## src/rtl/spi_fe_pkg.sv

```systemverilog
package spi_fe_pkg;
    localparam int BYTE_W    = 8;
    localparam int BIT_CNT_W = $clog2(BYTE_W);

    // Synchronized pin bundle
    typedef struct packed {
        logic hold_n;
        logic si;
        logic cs_n;
        logic sck;
    } pin_vec_t;

    // Qualified events toward the shift datapath
    typedef struct packed {
        logic start;
        logic stop;
        logic rise;
        logic fall;
    } strobe_t;

    function automatic logic edge_up(input logic now_v, input logic was_v);
        return now_v & ~was_v;
    endfunction

    function automatic logic edge_dn(input logic now_v, input logic was_v);
        return ~now_v & was_v;
    endfunction
endpackage

```

## src/rtl/spi_fe_sync.sv

```systemverilog
module spi_fe_sync #(
    parameter int W      = 4,
    parameter int STAGES = 2
) (
    input  logic         clk,
    input  logic         rst,
    input  logic [W-1:0] d,
    output logic [W-1:0] q
);
    logic [STAGES-1:0][W-1:0] chain;

    always_ff @(posedge clk) begin
        if (rst) begin
            chain <= '0;
        end else begin
            chain[0] <= d;
            for (int s = 1; s < STAGES; s++) begin
                chain[s] <= chain[s-1];
            end
        end
    end

    assign q = chain[STAGES-1];
endmodule

```

## src/rtl/spi_fe_ctrl.sv

```systemverilog
module spi_fe_ctrl
    import spi_fe_pkg::*;
(
    input  logic     clk,
    input  logic     rst,
    input  pin_vec_t pins,
    output logic     active,
    output logic     paused,
    output strobe_t  strb
);
    logic prev_sck, prev_cs_n, prev_hold_n;
    logic cs_fall, cs_rise, hold_fall, hold_rise, sck_up, sck_dn, run;

    always_ff @(posedge clk) begin
        if (rst) begin
            prev_sck    <= 1'b0;
            prev_cs_n   <= 1'b0;
            prev_hold_n <= 1'b0;
        end else begin
            prev_sck    <= pins.sck;
            prev_cs_n   <= pins.cs_n;
            prev_hold_n <= pins.hold_n;
        end
    end

    assign cs_fall   = edge_dn(pins.cs_n, prev_cs_n);
    assign cs_rise   = edge_up(pins.cs_n, prev_cs_n);
    assign hold_fall = edge_dn(pins.hold_n, prev_hold_n);
    assign hold_rise = edge_up(pins.hold_n, prev_hold_n);
    assign sck_up    = edge_up(pins.sck, prev_sck);
    assign sck_dn    = edge_dn(pins.sck, prev_sck);

    // A frame opens only on a select falling edge seen after reset
    always_ff @(posedge clk) begin
        if (rst || pins.cs_n) begin
            active <= 1'b0;
        end else if (cs_fall) begin
            active <= 1'b1;
        end
    end

    // Pause enters and leaves only with the bus clock low
    always_ff @(posedge clk) begin
        if (rst || !active || pins.cs_n) begin
            paused <= 1'b0;
        end else if (!paused && hold_fall && !pins.sck) begin
            paused <= 1'b1;
        end else if (paused && hold_rise && !pins.sck) begin
            paused <= 1'b0;
        end
    end

    assign run        = active & ~paused & ~pins.cs_n;
    assign strb.start = cs_fall;
    assign strb.stop  = cs_rise & active;
    assign strb.rise  = run & sck_up;
    assign strb.fall  = run & sck_dn;

    p_pause_low_sck_r5: assert property (@(posedge clk) disable iff (rst)
        $rose(paused) |-> !$past(pins.sck));

    p_release_low_sck_r6: assert property (@(posedge clk) disable iff (rst)
        ($fell(paused) && $past(active) && !$past(pins.cs_n)) |-> !$past(pins.sck));

    p_start_from_idle_r4: assert property (@(posedge clk) disable iff (rst)
        strb.start |-> !active);
endmodule

```

## src/rtl/spi_fe_shift.sv

```systemverilog
module spi_fe_shift
    import spi_fe_pkg::*;
#(
    parameter int                IDX_W = 8,
    parameter logic [BYTE_W-1:0] FILL  = '0
) (
    input  logic              clk,
    input  logic              rst,
    input  strobe_t           strb,
    input  logic              si_bit,
    input  logic [BYTE_W-1:0] tx_data,
    input  logic              tx_valid,
    output logic              rx_valid,
    output logic [BYTE_W-1:0] rx_data,
    output logic [IDX_W-1:0]  rx_idx,
    output logic              tx_ready,
    output logic              so_bit,
    output logic              on_boundary
);
    localparam logic [BIT_CNT_W-1:0] LAST_BIT = BIT_CNT_W'(BYTE_W - 1);

    logic [BIT_CNT_W-1:0] bit_cnt;
    logic [BYTE_W-2:0]    rx_sh;
    logic [BYTE_W-1:0]    tx_sh;
    logic [IDX_W-1:0]     byte_cnt;
    logic                 load_pend;
    logic [BYTE_W-1:0]    next_tx;

    assign next_tx     = tx_valid ? tx_data : FILL;
    assign on_boundary = (bit_cnt == '0);

    always_ff @(posedge clk) begin
        if (rst || strb.start) begin
            bit_cnt   <= '0;
            rx_sh     <= '0;
            tx_sh     <= '0;
            byte_cnt  <= '0;
            load_pend <= 1'b0;
            rx_valid  <= 1'b0;
            rx_data   <= '0;
            rx_idx    <= '0;
            tx_ready  <= 1'b0;
            so_bit    <= 1'b0;
        end else begin
            rx_valid <= 1'b0;
            tx_ready <= 1'b0;
            if (strb.rise) begin
                rx_sh   <= {rx_sh[BYTE_W-3:0], si_bit};
                bit_cnt <= bit_cnt + BIT_CNT_W'(1);
                if (bit_cnt == LAST_BIT) begin
                    rx_valid  <= 1'b1;
                    rx_data   <= {rx_sh, si_bit};
                    rx_idx    <= byte_cnt;
                    byte_cnt  <= byte_cnt + IDX_W'(1);
                    load_pend <= 1'b1;
                end
            end
            if (strb.fall) begin
                if (load_pend) begin
                    load_pend <= 1'b0;
                    tx_ready  <= tx_valid;
                    so_bit    <= next_tx[BYTE_W-1];
                    tx_sh     <= {next_tx[BYTE_W-2:0], 1'b0};
                end else begin
                    so_bit    <= tx_sh[BYTE_W-1];
                    tx_sh     <= {tx_sh[BYTE_W-2:0], 1'b0};
                end
            end
        end
    end

    p_single_valid_r1: assert property (@(posedge clk) disable iff (rst)
        rx_valid |=> !rx_valid);

    p_take_on_boundary_r2: assert property (@(posedge clk) disable iff (rst)
        tx_ready |-> (bit_cnt == '0));
endmodule

```

## src/rtl/spi_hold_frontend.sv

```systemverilog
module spi_hold_frontend
    import spi_fe_pkg::*;
#(
    parameter int                IDX_W     = 8,
    parameter int                SYNC_STGS = 2,
    parameter logic [BYTE_W-1:0] FILL      = '0
) (
    input  logic              clk,
    input  logic              rst,
    input  logic              sck,
    input  logic              cs_n,
    input  logic              si,
    input  logic              hold_n,
    output logic              so,
    output logic              so_oe,
    output logic              rx_valid,
    output logic [BYTE_W-1:0] rx_data,
    output logic [IDX_W-1:0]  rx_idx,
    input  logic [BYTE_W-1:0] tx_data,
    input  logic              tx_valid,
    output logic              tx_ready,
    output logic              frm_start,
    output logic              frm_end,
    output logic              frm_aligned
);
    localparam int PIN_W = $bits(pin_vec_t);

    pin_vec_t          raw_pins, s_pins;
    logic [PIN_W-1:0]  s_vec;
    logic              active, paused, on_boundary, so_bit;
    strobe_t           strb;

    assign raw_pins = '{hold_n: hold_n, si: si, cs_n: cs_n, sck: sck};

    spi_fe_sync #(.W(PIN_W), .STAGES(SYNC_STGS)) u_sync (
        .clk (clk),
        .rst (rst),
        .d   (raw_pins),
        .q   (s_vec)
    );
    assign s_pins = pin_vec_t'(s_vec);

    spi_fe_ctrl u_ctrl (
        .clk    (clk),
        .rst    (rst),
        .pins   (s_pins),
        .active (active),
        .paused (paused),
        .strb   (strb)
    );

    spi_fe_shift #(.IDX_W(IDX_W), .FILL(FILL)) u_shift (
        .clk         (clk),
        .rst         (rst),
        .strb        (strb),
        .si_bit      (s_pins.si),
        .tx_data     (tx_data),
        .tx_valid    (tx_valid),
        .rx_valid    (rx_valid),
        .rx_data     (rx_data),
        .rx_idx      (rx_idx),
        .tx_ready    (tx_ready),
        .so_bit      (so_bit),
        .on_boundary (on_boundary)
    );

    assign so          = so_bit;
    assign so_oe       = active & ~paused;
    assign frm_start   = strb.start;
    assign frm_end     = strb.stop;
    assign frm_aligned = strb.stop & on_boundary;

    p_silent_in_pause_r5: assert property (@(posedge clk) disable iff (rst)
        paused |=> !rx_valid);

    p_release_on_deselect_r3: assert property (@(posedge clk) disable iff (rst)
        frm_end |=> !so_oe);
endmodule

```

## config.mk

```make
export PLATFORM = sky130hd
export DESIGN_NAME = spi_hold_frontend
export DESIGN_NICKNAME = d
export VERILOG_FILES = /design/src/rtl/spi_fe_pkg.sv /design/src/rtl/spi_fe_sync.sv /design/src/rtl/spi_fe_ctrl.sv /design/src/rtl/spi_fe_shift.sv /design/src/rtl/spi_hold_frontend.sv
export SDC_FILE = /design/constraint.sdc
export NUM_CORES = 1
export LEC_CHECK = 0
export BUFFER_PORTS_ARGS = -buffer_cell sky130_fd_sc_hd__buf_2
export CAP_MARGIN = 0
export CORE_ASPECT_RATIO = 1.2
export CORE_MARGIN = 10
export CORE_UTILIZATION = 35
export CTS_BUF_LIST = sky130_fd_sc_hd__clkbuf_4 sky130_fd_sc_hd__clkbuf_8
export DETAILED_ROUTE_END_ITERATION = 6
export SYNTH_ARGS = -nofsm -noshare
export SYNTH_HDL_FRONTEND = slang
export SYNTH_HIERARCHICAL = 1
export SYNTH_SLANG_ARGS = --single-unit
```

## constraint.sdc

```tcl
create_clock -name clk -period 1.8 [get_ports clk]
set_clock_uncertainty 0.1 [all_clocks]
set_input_delay 0.18 -clock clk [delete_from_list [all_inputs] [get_ports clk]]
set_output_delay 0.18 -clock clk [all_outputs]
set_load 0.05 [all_outputs]
```

==> flow_results.org <==
** Drt
- Vias per Instance :: 4.554
- For this block, the routed nets add up to between 4000 and 5000 µm of wire.
- Count of nets left with antenna violations after detail routing :: 0
- Dividing the detail-routed wire length by the instance count gives about 12 µm.
- After detailed routing, the number of remaining DRC violations is 0.
- The first TritonRoute pass finished after 4 iterations.
- Routed via count :: approximately 1700
- DR iter-0 viols :: 50

** Layout
- Fraction of layout instances using a drive strength above 1 :: roughly 26%
- Leaving out fill and tap cells, the most frequent cell in the layout is dfxtp_1.
- The filler cells instantiated in the layout total about 640.
- Post-layout instance area :: about 2800 µm²
- Synthesis-to-layout area growth :: 22.55%
- Final nets :: ~310
- In the layout the commonest cells are dfxtp_1 (58), buf_2 (37), nand2_1 (36).
- Antenna cell count :: 0
- The finished layout holds ~380 standard cells, fillers aside.

** Synthesis
- During synthesis, Yosys emitted a total of 6 warnings.
- Counting flops with a built-in enable in the synthesized netlist gives 0.
- Synthesis inferred 58 register bits.
- Summing the areas of all fa, ha and maj instances in the mapped netlist gives ~2.2% of the synthesized area.
- Measured against the total synthesized area, the mux share comes to under 10%.
- Simple-gate share of the synthesized area :: 23.65%
- In the synthesized netlist, the number of instances is approximately 250.
- Ranked by total cell area, the synthesized netlist is headed by dfxtp_1 (51%), a21oi_1 (5.9%), nand2_1 (5.9%), nor2b_1 (5.2%), nor2_1 (4.3%).
- Post-synthesis instance area :: ~2300 µm²
- The number of nets in the synthesized netlist is approximately 270.
- Cell type with the highest aggregate area in the netlist :: dfxtp_1
- Dominant register cell in the synthesized netlist :: dfxtp_1
- Portion of synthesized cell area occupied by the leading cell type :: 51.05%
- Area fraction in compound gates after synthesis :: approximately 11%
- In the synthesized netlist the async set-or-reset flop fraction comes to 0%.
- Cell variety after synth :: 34
- Summing the sequential cell areas from Yosys gives 51.05% of the chip area.
- After synthesis, the largest family of logic cells by area is simple AND/OR/NAND/NOR gates.
- Post-synthesis average cell area :: 9.209 µm²
- Xor and xnor area share after synthesis :: under 10%

** Timing
- For the finished layout, the period the worst path requires is 1.733 ns.
- The final critical path takes up 96.29% of the cycle.
- Unrepaired setup endpoints after global routing :: true
- Peak Freq :: 0.5770 GHz
- Max-slew headroom at the worst pin :: between 70 and 80%
- Number of setup violations in the final report :: 0
- Slew at the pin closest to its max-slew limit :: 0.3027 ns
- Final-report max-slew violation count :: 0
- The final-report hold violation count is 0.

** Clock network
- Clock tree synthesis inserted a total of 9 buffers.
- CTS max path bufs :: 2
- Clock sink count :: 58
- Latest clock arrival within the worst-skew pair :: around 0.33 ns
- Clock Pin Slew Worst Setup and Hold Paths :: approximately 0.070 ns
- Number of setup buffers added after CTS :: 0
- The H-tree generated during clock tree synthesis spans 3 levels.
- Clock tree synthesis selected as its root buffer the cell clkbuf_8.
- CTS tree :: yes

** Placed design
- Cell area after placement :: about 2500 µm²
- At the end of routability-driven placement, the weighted congestion stood at between 0.7 and 0.8.
- Post-placement cell count :: about 360
- Half-perimeter wire length after detailed placement :: a little over 3000 µm
- Buffers placed on the I/O ports in this run total 37.

** Critical path
- Critical setup path kind :: reg -> reg
- Walking the worst path, the cells encountered are nand2b_4 > nor4b_4 > buf_4 > nand4_4 > or3_1 > a21oi_2.
- Critical Path Slowest Stage Cell :: or3_1
- Kind of launch point of the worst setup path :: register
- Maximum fanout count along the critical path :: 6
- Largest stage delay on the critical path :: between 0.3 and 0.4 ns
- Required @ worst endpoint :: 1.97 ns
- At the worst endpoint, the arrival time is 1.90 ns.
- Register-to-Register Path Depth :: 6
- The worst setup path is captured at a register.

** Die
- The die covers 10140 µm².
- Core area :: 6366 µm²
- From left edge to right edge, the die measures ~94 µm.
- For this configuration, the core starts out at a cell density of 35.73%.
- Chip height :: 108.3 µm
- Num ports :: 38
- The floorplan has 32 rows.

** Power and ir drop
- Leakage power figure :: between 1 and 1.5 nW
- Max IR drop VDD :: approximately 0.00052 V
- In this run the power density over the cells is between 900 and 1000 nW/µm².

** Worst hold path
- In this run the worst hold path is classified as in -> reg.
- Counting instances, the worst hold path has a depth of 3.

** Global route
- The number of global-route vias before repair came to 1706.
- Global-route wire length before repair :: roughly 7600 µm
- Global router's overall resource usage :: under 10%
- Entering global routing, the biggest net connects 34 pins.
- Overflow left after global routing :: 0
- Initial antenna violation count :: 0

** Run status
- The run finished with clean final reports.

** Flow run
- Across the run, the number of max-cap violations was 0.
==> routing by layer <==
layer  part of all wire [%]  routed length, µm  global-route usage (%)
met3                    5.3                238                   3.121
met4                    1.4                 64                   5.870
met1                     46               2064                   10.50
met2                     47               2104                   14.79
met5                      0                  0                       0
==> sequential cells by signal, indices dropped and copies added, names as in the netlist <==
register,cells
u_ctrl/prev_hold_n,1
u_ctrl/prev_cs_n,1
u_ctrl/active,1
u_ctrl/paused,1
u_shift/bit_cnt,3
u_ctrl/prev_sck,1
u_shift/so_bit,1
u_shift/rx_data,8
u_shift/tx_ready,1
u_shift/rx_valid,1
u_shift/tx_sh,7
u_shift/rx_sh,7
u_shift/load_pend,1
u_shift/byte_cnt,8
u_sync/q,4
u_shift/rx_idx,8
u_sync/chain,4
==> repair_timing <==
| action | 4_1_cts | 5_1_grt |
|---|---|---|
| hold buffers | 4 | 0 |
| hold endpoints to repair | 4 | 0 |
| resized for setup | 0 | 6 |
| setup endpoints to repair | 0 | 8 |
==> area by class of cell <==
class / instances / area, µm² / area share (%)
timing repair buffer: 51 / 312.8 / 11.22
clock inverter: 7 / 70.07 / 2.513
tap: 85 / 106.4 / 3.815
sequential: 58 / 1161 / 41.65
clock buffer: 9 / 123.9 / 4.443
inverter: 4 / 15.01 / 0.5386
multi-input combinational: 165 / 998.5 / 35.82
==> through the flow <==
stage	hold slack (ns)	setup WS, ns	TNS (ns)	total power [W]	utilization (%)
after CTS	0.006808	0.06328	0	0.002580	43.63
after global routing	0.03264	-0.008403	-0.01656	0.002646	43.79
after detailed placement	0.2942	0.08408	0	0.001408	39.96
after global placement	0.2879	0.1105	0	0.001407	39.96
final	0.02305	0.06683	0	0.002547	43.79
after floorplan	0.1516	0.1056	0	0.001376	-
==> cells by family after synthesis <==
logic type               Yosys count
AND/OR/NAND/NOR                  104
flip-flops                        58
AO/OA/AOI/OAI                     44
buffers and inverters             24
multiplexers                      10
adder cells (fa/ha/maj)            4
XOR/XNOR                           3
==> where the power goes <==
part	switching (W)	internal [W]	total (W)
clock	0.000527	0.000635	0.00116
combinational	0.0000456	0.0000396	0.0000851
sequential	0.00000537	0.00129	0.00130
==> critical path, delay by kind of cell, from the launching register on <==
family          cells  cell delay, ns
flops               1            0.34
buf+inv             1            0.18
simple gates        4            0.91
compound gates      1            0.13
==> synth_stat cells (2+ instances only) <==
cell type / count
inv_1: 4
mux2i_1: 9
o311ai_0: 2
nand3_1: 5
buf_4: 7
o21ai_0: 3
nor2_1: 26
nor4b_2: 2
a21oi_1: 27
clkbuf_1: 2
nor2b_1: 19
or3_1: 5
o21ai_1: 2
a211oi_1: 6
buf_2: 10
nand2_1: 36
nand2b_1: 2
xnor2_1: 2
o41ai_1: 2
and2_1: 2
ha_1: 4
dfxtp_1: 58
==> path summary, 6_finish.rpt <==
| path | slack [ns] | from | endpoint |
|---|---|---|---|
| worst max register to register | 0.07 | u_sync/q[1] | u_shift/byte_cnt[5] |
| worst min-delay path | 0.02 | tx_data[5] | u_shift/tx_sh[6] |
| worst max-delay path | 0.07 | u_sync/q[1] | u_shift/byte_cnt[5] |
| worst min register to register | 0.35 | u_sync/chain[3] | u_sync/q[3] |
Power figures use the tool's default switching activity.
